==> config.mk <==
export PLATFORM = sky130hd
export DESIGN_NAME = sct_char_tx
export DESIGN_NICKNAME = d
export VERILOG_FILES = /design/src/rtl/sct_pkg.sv /design/src/rtl/sct_cfg_sync.sv /design/src/rtl/sct_line_sync.sv /design/src/rtl/sct_tx_engine.sv /design/src/rtl/sct_char_tx.sv
export SDC_FILE = /design/constraint.sdc
export NUM_CORES = 1
export LEC_CHECK = 0
export ABC_AREA = 1
export BUFFER_PORTS_ARGS = -buffer_cell sky130_fd_sc_hd__buf_4
export CORE_ASPECT_RATIO = 0.8
export CORE_UTILIZATION = 50
export CTS_BUF_LIST = sky130_fd_sc_hd__clkbuf_2
export DETAILED_ROUTE_END_ITERATION = 10
export PLACE_DENSITY = 0.71
export SLEW_MARGIN = 20
export SYNTH_ARGS = -nofsm -noshare
export SYNTH_HDL_FRONTEND = slang
export SYNTH_SLANG_ARGS = --single-unit
==> constraint.sdc <==
create_clock -name clk -period 1.65 [get_ports clk]
set_clock_uncertainty 0.2 [all_clocks]
set_input_delay 0.2475 -clock clk [delete_from_list [all_inputs] [get_ports clk]]
set_output_delay 0.2475 -clock clk [all_outputs]
set_load 0.005 [all_outputs]
==> src/rtl/sct_pkg.sv <==
package sct_pkg;
  localparam int MAX_RETRY = 8;
  localparam int RETRY_W   = $clog2(MAX_RETRY);
  localparam int LEFT_W    = RETRY_W + 1;

  typedef enum logic [1:0] {
    ST_IDLE  = 2'd0,
    ST_FRAME = 2'd1,
    ST_GUARD = 2'd2,
    ST_PAUSE = 2'd3
  } tx_state_e;
endpackage

==> src/rtl/sct_cfg_sync.sv <==
module sct_cfg_sync
  import sct_pkg::*;
#(
  parameter int SYNC_LAT = 2
) (
  input  logic              clk_i,
  input  logic              rst_ni,
  input  logic              we_i,
  input  logic              en_i,
  input  logic [RETRY_W-1:0] m1_i,
  input  logic              single_i,
  output logic              busy_o,
  output logic [LEFT_W-1:0] retries_o,
  output logic              single_o
);
  localparam int CNT_W = $clog2(SYNC_LAT + 1);

  logic [CNT_W-1:0]   cnt_q, cnt_d;
  logic               st_en_q, st_en_d, st_single_q, st_single_d;
  logic [RETRY_W-1:0] st_m1_q, st_m1_d;
  logic               eff_en_q, eff_en_d, eff_single_q, eff_single_d;
  logic [RETRY_W-1:0] eff_m1_q, eff_m1_d;
  logic               accept, apply;

  assign accept = we_i && (cnt_q == '0);
  assign apply  = (cnt_q == CNT_W'(1));

  always_comb begin
    cnt_d        = cnt_q;
    st_en_d      = st_en_q;
    st_m1_d      = st_m1_q;
    st_single_d  = st_single_q;
    eff_en_d     = eff_en_q;
    eff_m1_d     = eff_m1_q;
    eff_single_d = eff_single_q;
    if (accept) begin
      cnt_d       = CNT_W'(SYNC_LAT);
      st_en_d     = en_i;
      st_m1_d     = m1_i;
      st_single_d = single_i;
    end else if (cnt_q != '0) begin
      cnt_d = cnt_q - CNT_W'(1);
    end
    if (apply) begin
      eff_en_d     = st_en_q;
      eff_single_d = st_single_q;
      if (!eff_en_q) eff_m1_d = st_m1_q;
    end
  end

  always_ff @(posedge clk_i or negedge rst_ni) begin
    if (!rst_ni) begin
      cnt_q        <= '0;
      st_en_q      <= 1'b0;
      st_m1_q      <= '0;
      st_single_q  <= 1'b0;
      eff_en_q     <= 1'b0;
      eff_m1_q     <= '0;
      eff_single_q <= 1'b0;
    end else begin
      cnt_q        <= cnt_d;
      st_en_q      <= st_en_d;
      st_m1_q      <= st_m1_d;
      st_single_q  <= st_single_d;
      eff_en_q     <= eff_en_d;
      eff_m1_q     <= eff_m1_d;
      eff_single_q <= eff_single_d;
    end
  end

  assign busy_o    = (cnt_q != '0);
  assign retries_o = eff_en_q ? ({1'b0, eff_m1_q} + LEFT_W'(1)) : '0;
  assign single_o  = eff_single_q;

  // the effective setting moves only on the cycle the busy window closes
  p_apply_at_end_r8: assert property (@(posedge clk_i) disable iff (!rst_ni)
    (cnt_q != CNT_W'(1)) |=> ($stable(eff_en_q) && $stable(eff_m1_q) && $stable(eff_single_q)));

  // count field is frozen while retry is enabled
  p_field_locked_r7: assert property (@(posedge clk_i) disable iff (!rst_ni)
    eff_en_q |=> $stable(eff_m1_q));

  // busy rises only from an accepted write, at full length
  p_busy_len_r8: assert property (@(posedge clk_i) disable iff (!rst_ni)
    $rose(busy_o) |-> (cnt_q == CNT_W'(SYNC_LAT)));
endmodule

==> src/rtl/sct_line_sync.sv <==
module sct_line_sync #(
  parameter int STAGES = 2
) (
  input  logic clk_i,
  input  logic rst_ni,
  input  logic d_i,
  output logic q_o
);
  for (genvar i = 0; i < STAGES; i++) begin : g_stage
    logic q;
    if (i == 0) begin : g_first
      always_ff @(posedge clk_i or negedge rst_ni) begin
        if (!rst_ni) q <= 1'b1;
        else         q <= d_i;
      end
    end else begin : g_next
      always_ff @(posedge clk_i or negedge rst_ni) begin
        if (!rst_ni) q <= 1'b1;
        else         q <= g_stage[i-1].q;
      end
    end
  end

  assign q_o = g_stage[STAGES-1].q;
endmodule

==> src/rtl/sct_tx_engine.sv <==
module sct_tx_engine
  import sct_pkg::*;
#(
  parameter int DATA_W    = 8,
  parameter int PAUSE_ETU = 2
) (
  input  logic              clk_i,
  input  logic              rst_ni,
  input  logic [DATA_W-1:0] data_i,
  input  logic              valid_i,
  output logic              ready_o,
  input  logic              tick_i,
  input  logic              sense_i,
  input  logic [LEFT_W-1:0] retries_i,
  input  logic              single_stop_i,
  input  logic              err_clr_i,
  output logic              drive_low_o,
  output logic              done_o,
  output logic              err_o
);
  localparam int FRAME_BITS   = DATA_W + 2;
  localparam int FRAME_HALVES = 2 * FRAME_BITS;
  localparam int PAUSE_HALVES = 2 * PAUSE_ETU;
  localparam int CNT_W        = $clog2(FRAME_HALVES);

  tx_state_e             state_q, state_d;
  logic [CNT_W-1:0]      hcnt_q, hcnt_d;
  logic [FRAME_BITS-1:0] frame_q, frame_d;
  logic [LEFT_W-1:0]     left_q, left_d;
  logic                  stop2_q, stop2_d;
  logic                  seen_q, seen_d;
  logic                  done_q, done_d;
  logic                  err_q, err_d;
  logic [CNT_W-1:0]      guard_last;

  assign guard_last = stop2_q ? CNT_W'(3) : CNT_W'(1);

  always_comb begin
    state_d = state_q;
    hcnt_d  = hcnt_q;
    frame_d = frame_q;
    left_d  = left_q;
    stop2_d = stop2_q;
    seen_d  = seen_q;
    done_d  = 1'b0;
    err_d   = err_q & ~err_clr_i;
    unique case (state_q)
      ST_IDLE: begin
        if (valid_i) begin
          frame_d = {^data_i, data_i, 1'b0};
          left_d  = retries_i;
          stop2_d = ~single_stop_i;
          hcnt_d  = '0;
          state_d = ST_FRAME;
        end
      end
      ST_FRAME: begin
        if (tick_i) begin
          if (hcnt_q == CNT_W'(FRAME_HALVES - 1)) begin
            hcnt_d  = '0;
            seen_d  = 1'b0;
            state_d = ST_GUARD;
          end else begin
            hcnt_d = hcnt_q + CNT_W'(1);
          end
        end
      end
      ST_GUARD: begin
        if (tick_i) begin
          if (hcnt_q == '0) seen_d = ~sense_i;
          if (hcnt_q == guard_last) begin
            hcnt_d = '0;
            if (seen_q && (left_q != '0)) begin
              left_d  = left_q - LEFT_W'(1);
              state_d = ST_PAUSE;
            end else begin
              state_d = ST_IDLE;
              done_d  = 1'b1;
              if (seen_q) err_d = 1'b1;
            end
          end else begin
            hcnt_d = hcnt_q + CNT_W'(1);
          end
        end
      end
      ST_PAUSE: begin
        if (tick_i) begin
          if (hcnt_q == CNT_W'(PAUSE_HALVES - 1)) begin
            hcnt_d  = '0;
            state_d = ST_FRAME;
          end else begin
            hcnt_d = hcnt_q + CNT_W'(1);
          end
        end
      end
      default: state_d = ST_IDLE;
    endcase
  end

  always_ff @(posedge clk_i or negedge rst_ni) begin
    if (!rst_ni) begin
      state_q <= ST_IDLE;
      hcnt_q  <= '0;
      frame_q <= '1;
      left_q  <= '0;
      stop2_q <= 1'b1;
      seen_q  <= 1'b0;
      done_q  <= 1'b0;
      err_q   <= 1'b0;
    end else begin
      state_q <= state_d;
      hcnt_q  <= hcnt_d;
      frame_q <= frame_d;
      left_q  <= left_d;
      stop2_q <= stop2_d;
      seen_q  <= seen_d;
      done_q  <= done_d;
      err_q   <= err_d;
    end
  end

  assign ready_o     = (state_q == ST_IDLE);
  assign drive_low_o = (state_q == ST_FRAME) && !frame_q[hcnt_q[CNT_W-1:1]];
  assign done_o      = done_q;
  assign err_o       = err_q;

  // remaining retries never grow within a character
  p_retry_monotonic_r5: assert property (@(posedge clk_i) disable iff (!rst_ni)
    (state_q != ST_IDLE) |=> (left_q <= $past(left_q)));

  // the completion pulse coincides with an idle, ready transmitter
  p_done_idle_r3: assert property (@(posedge clk_i) disable iff (!rst_ni)
    done_q |-> (ready_o && !drive_low_o));

  // the error flag stays until it is cleared
  p_err_sticky_r9: assert property (@(posedge clk_i) disable iff (!rst_ni)
    (err_q && !err_clr_i) |=> err_q);

  // single-stop guard never runs past two ticks
  p_guard_len_r3: assert property (@(posedge clk_i) disable iff (!rst_ni)
    ((state_q == ST_GUARD) && !stop2_q) |-> (hcnt_q <= CNT_W'(1)));

  // the held frame cannot change while a character is in flight
  p_frame_hold_r10: assert property (@(posedge clk_i) disable iff (!rst_ni)
    (state_q != ST_IDLE) |=> $stable(frame_q));
endmodule

==> src/rtl/sct_char_tx.sv <==
module sct_char_tx
  import sct_pkg::*;
#(
  parameter int DATA_W      = 8,
  parameter int SYNC_LAT    = 2,
  parameter int SENSE_SYNC  = 2,
  parameter int PAUSE_ETU   = 2
) (
  input  logic              clk,
  input  logic              rst_n,
  input  logic [DATA_W-1:0] tx_data,
  input  logic              tx_valid,
  output logic              tx_ready,
  input  logic              half_etu_tick,
  output logic              line_drive_low,
  input  logic              line_sense,
  output logic              tx_done,
  output logic              tx_err,
  input  logic              err_clr,
  input  logic              cfg_we,
  input  logic              cfg_retry_en,
  input  logic [RETRY_W-1:0] cfg_retry_m1,
  input  logic              cfg_single_stop,
  output logic              cfg_busy
);
  logic rst_meta_q, rst_sync_q;
  logic sense_s;
  logic [LEFT_W-1:0] retries;
  logic single_stop;

  always_ff @(posedge clk or negedge rst_n) begin
    if (!rst_n) begin
      rst_meta_q <= 1'b0;
      rst_sync_q <= 1'b0;
    end else begin
      rst_meta_q <= 1'b1;
      rst_sync_q <= rst_meta_q;
    end
  end

  sct_line_sync #(.STAGES(SENSE_SYNC)) u_sense (
    .clk_i  (clk),
    .rst_ni (rst_sync_q),
    .d_i    (line_sense),
    .q_o    (sense_s)
  );

  sct_cfg_sync #(.SYNC_LAT(SYNC_LAT)) u_cfg (
    .clk_i     (clk),
    .rst_ni    (rst_sync_q),
    .we_i      (cfg_we),
    .en_i      (cfg_retry_en),
    .m1_i      (cfg_retry_m1),
    .single_i  (cfg_single_stop),
    .busy_o    (cfg_busy),
    .retries_o (retries),
    .single_o  (single_stop)
  );

  sct_tx_engine #(.DATA_W(DATA_W), .PAUSE_ETU(PAUSE_ETU)) u_eng (
    .clk_i         (clk),
    .rst_ni        (rst_sync_q),
    .data_i        (tx_data),
    .valid_i       (tx_valid),
    .ready_o       (tx_ready),
    .tick_i        (half_etu_tick),
    .sense_i       (sense_s),
    .retries_i     (retries),
    .single_stop_i (single_stop),
    .err_clr_i     (err_clr),
    .drive_low_o   (line_drive_low),
    .done_o        (tx_done),
    .err_o         (tx_err)
  );
endmodule

==> flow_metrics.py <==
metrics = {
    "sta": {
        "finalHoldViolCount": 0,
        "fin_crit_sh": 1.25,
        "finalSetupViolCount": 24,
        "rsz0062_at_grt": "true",
        "fin_crit_ns": 2.06,
        "slew_viol_final": 0,
        "fmax_ghz": 0.485,
        "fin_ws_ns": -0.410,
    },
    "placement": {
        "place_congestion": 0.885,
        "placed_cells": 366,
        "dpl.hpwl_um": 3450,
        "io_buffers": 24,
        "dp_slack_ns": -0.159,
    },
    "clock_network": {
        "numCtsBuffers": 5,
        "cts-htree-levels": 2,
        "worstSkewPairLatency_ns": 0.43,
        "cts_sinks": 41,
        "cts-root-buf": "clkbuf_2",
        "cts_max_path_buffers": 2,
        "cts_tree": "done",
        "clk_pin_slew_worst_paths_ns": 0.21,
    },
    "worst_setup_path": {
        "cp.required_ns": 1.20,
        "critPathLaunchType": "flip-flop",
        "critical_path_arrival_ns": 1.61,
        "end_kind": "primary output",
        "cp_max_fo": 6,
        "setup.worst_path.class": "reg -> out",
    },
    "global_route": {
        "grt_pass1_vias": 2115,
        "grt_pass1_wl_um": 9720,
        "antenna_found_initial": 0,
        "grtUsageTotal": 0.256,
        "grt_start_max_net_pins": 27,
        "overflow": 0,
    },
    "synth": {
        "synth_seq_cells": 41,
        "netlist_area_um2": 2320,
        "synth_top_area_cell": "dfrtp_1",
        "yosysTopAreaCellShare": 0.303,
        "synth.yosys.seq_area_share": 0.450,
        "synth_area_leaders": "dfrtp_1 30%, dfstp_2 15%, nand2_1 12%",
        "synth_cell_types": 34,
        "synth_fp_nets": 300,
        "synth_cells": 270,
        "syn_area_per_cell_um2": 8.58,
        "yosysWarnings": 0,
    },
    "finish": {
        "num_antenna_cells": 0,
        "drive_above_1_share": 0.508,
        "final.fill_count": 255,
        "final_cell_count_no_fill": 421,
        "nNetsFinal": 393,
        "multiInputGateArea_um2": 1450,
        "area_growth_syn_to_layout_pct": 53.6,
        "ff_latch_area_um2": 1050,
    },
    "die": {
        "row_count": 21,
        "die_w_um": 78.1,
        "die_area_um2": 4910,
        "die_h_um": 62.9,
        "ioPinCount": 25,
        "core_area_um2": 4310,
        "start_util": 0.537,
    },
    "routing": {
        "finalWirelength_um": 6780,
        "ant_nets": 0,
        "vias": 2290,
        "drtIter0Drc": 217,
        "drc": 0,
        "viasPerCell": 5.44,
        "dr.pass1.iters": 6,
        "wl_per_cell_um": 16.1,
    },
    "pwr": {
        "clkPwrFrac": 0.078,
        "ir_drop_uv": 1050,
        "pwr-share-comb": 0.635,
        "leakagePower_nw": 1.66,
        "p_per_area_nw_per_um2": 1710,
        "netSwitchingPower_mw": 2.69,
        "swShare": 0.443,
        "seq_power_share": 0.286,
        "intPower_mw": 3.39,
    },
    "status": {
        "status": "complete, but fails checks",
        "violations": "setup timing",
    },
    "run": {
        "drv_cap": 0,
    },
    "worst_hold_path": {
        "hold_class": "reg -> async",
    },
}
## cell type report
cell class                      count  area share
Multi-Input combinational cell    191       0.409
Sequential cell                    41       0.294
Timing Repair Buffer               89       0.221
Inverter                           34      0.0411
Tap cell                           57      0.0200
Clock buffer                        5     0.00703
Clock inverter                      3     0.00633
Timing Repair inverter              1     0.00211
## per-layer routing
metal,global-route usage,wire [µm],up-vias
li1,-,-,1062
met4,0.0880,201,0
met2,0.412,3210,107
met3,0.0467,450,29
met5,0,0,-
met1,0.346,2920,1092
## state kept, by name (all words and copies together) (netlist names), 2 cells and up
signal,count
u_eng.frame_q,10
u_cfg.cnt_q,2
u_cfg.eff_m1_q,3
u_eng.state_q,2
u_eng.hcnt_q,5
u_cfg.st_m1_q,3
u_eng.left_q,4
## worst max-delay path, cell delays in order (launching register included)
cell      delay (ns)
dfrtp_2         0.53
buf_6           0.16
nand2_2         0.05
o211ai_1        0.08
nand3_1         0.09
nand3_1         0.06
nand2_1         0.06
inv_1           0.04
buf_4           0.12
## power by group through the flow
stage	Clock, mW	Combinational, mW	Sequential [mW]
after floorplan	0	1.58	1.64
after global placement	0	2.15	1.70
after detailed placement	0	2.21	1.72
after CTS	0.477	2.91	1.69
after global routing	0.521	4.17	1.78
final	0.477	3.86	1.74
## through the flow
stage,setup TNS (ns),cell area (µm²),power (mW),hold WS (ns),util
after CTS,-1.34,3190,5.08,0.0245,0.740
after global placement,-0.559,2680,3.86,-0.169,0.621
after floorplan,0,2320,3.22,-0.248,-
after global routing,-5.27,3560,6.48,0.0543,0.826
final,-3.61,3560,6.08,0.0197,0.826
after detailed placement,-1.19,2680,3.92,-0.168,0.621
## path summary, 6_finish.rpt
kind / start / depth (start not counted) / slack [ns] / endpoint
min in group clk: u_sense.g_stage[0].q / 0 / 0.17 / u_sense.q_o
max reg2reg: u_eng.state_q[0] / 9 / -0.27 / u_eng.hcnt_q[0]
min reg2reg: rst_sync_q / 1 / 0.02 / u_eng.hcnt_q[2]
max: u_eng.hcnt_q[1] / 8 / -0.41 / line_drive_low
min: rst_sync_q / 1 / 0.02 / u_eng.hcnt_q[2]
max in group asynchronous: rst_n / 3 / 0.68 / rst_sync_q
## placed cells by master (no fill, tap or decap), types with 7 or more instances in the layout
cell,instances
buf_4,51
ha_4,7
inv_1,20
dfstp_2,13
nand2_4,7
nand2_2,20
nand2_1,53
buf_6,18
mux2_2,7
inv_2,9
dlygate4sd3_1,20
dfrtp_1,25
o21ai_0,9
nand3_1,16
## cells by family after synthesis
logic type | after synthesis | synth area share
multiplexers | 7 | 0.0340
AO/OA/AOI/OAI | 33 | 0.0870
flip-flops | 41 | 0.450
XOR/XNOR | 9 | 0.0340
AND/OR/NAND/NOR | 131 | 0.268
buffers and inverters | 38 | 0.0713
other | 1 | 0.00162
adder cells (fa/ha/maj) | 10 | 0.0540
## cell usage after synthesis, drive strengths merged
cell and count:
buf 4, o32ai 1, or2 2, o211ai 3
a21oi 4, a21boi 2, ha 10, dfstp 13
nor2 15, nand4 5, xor2 4, o22ai 1
nor3 1, nor4 1, nand2 81, inv 34
conb 1, xnor2 5, o21ai 22, nand3 26
dfrtp 28, mux2 7
## timing repair
| item | 4_1_cts | 5_1_grt |
|---|---|---|
| resized for setup | 54 | 66 |
| cloned | 1 | 0 |
| setup buffers | 11 | 15 |
| hold buffers | 20 | 0 |
| endpoints found under the setup margin | 26 | 30 |
| pin swaps | 13 | 23 |
| endpoints found under the hold margin | 20 | 0 |
(Power assumes the default switching activity.)
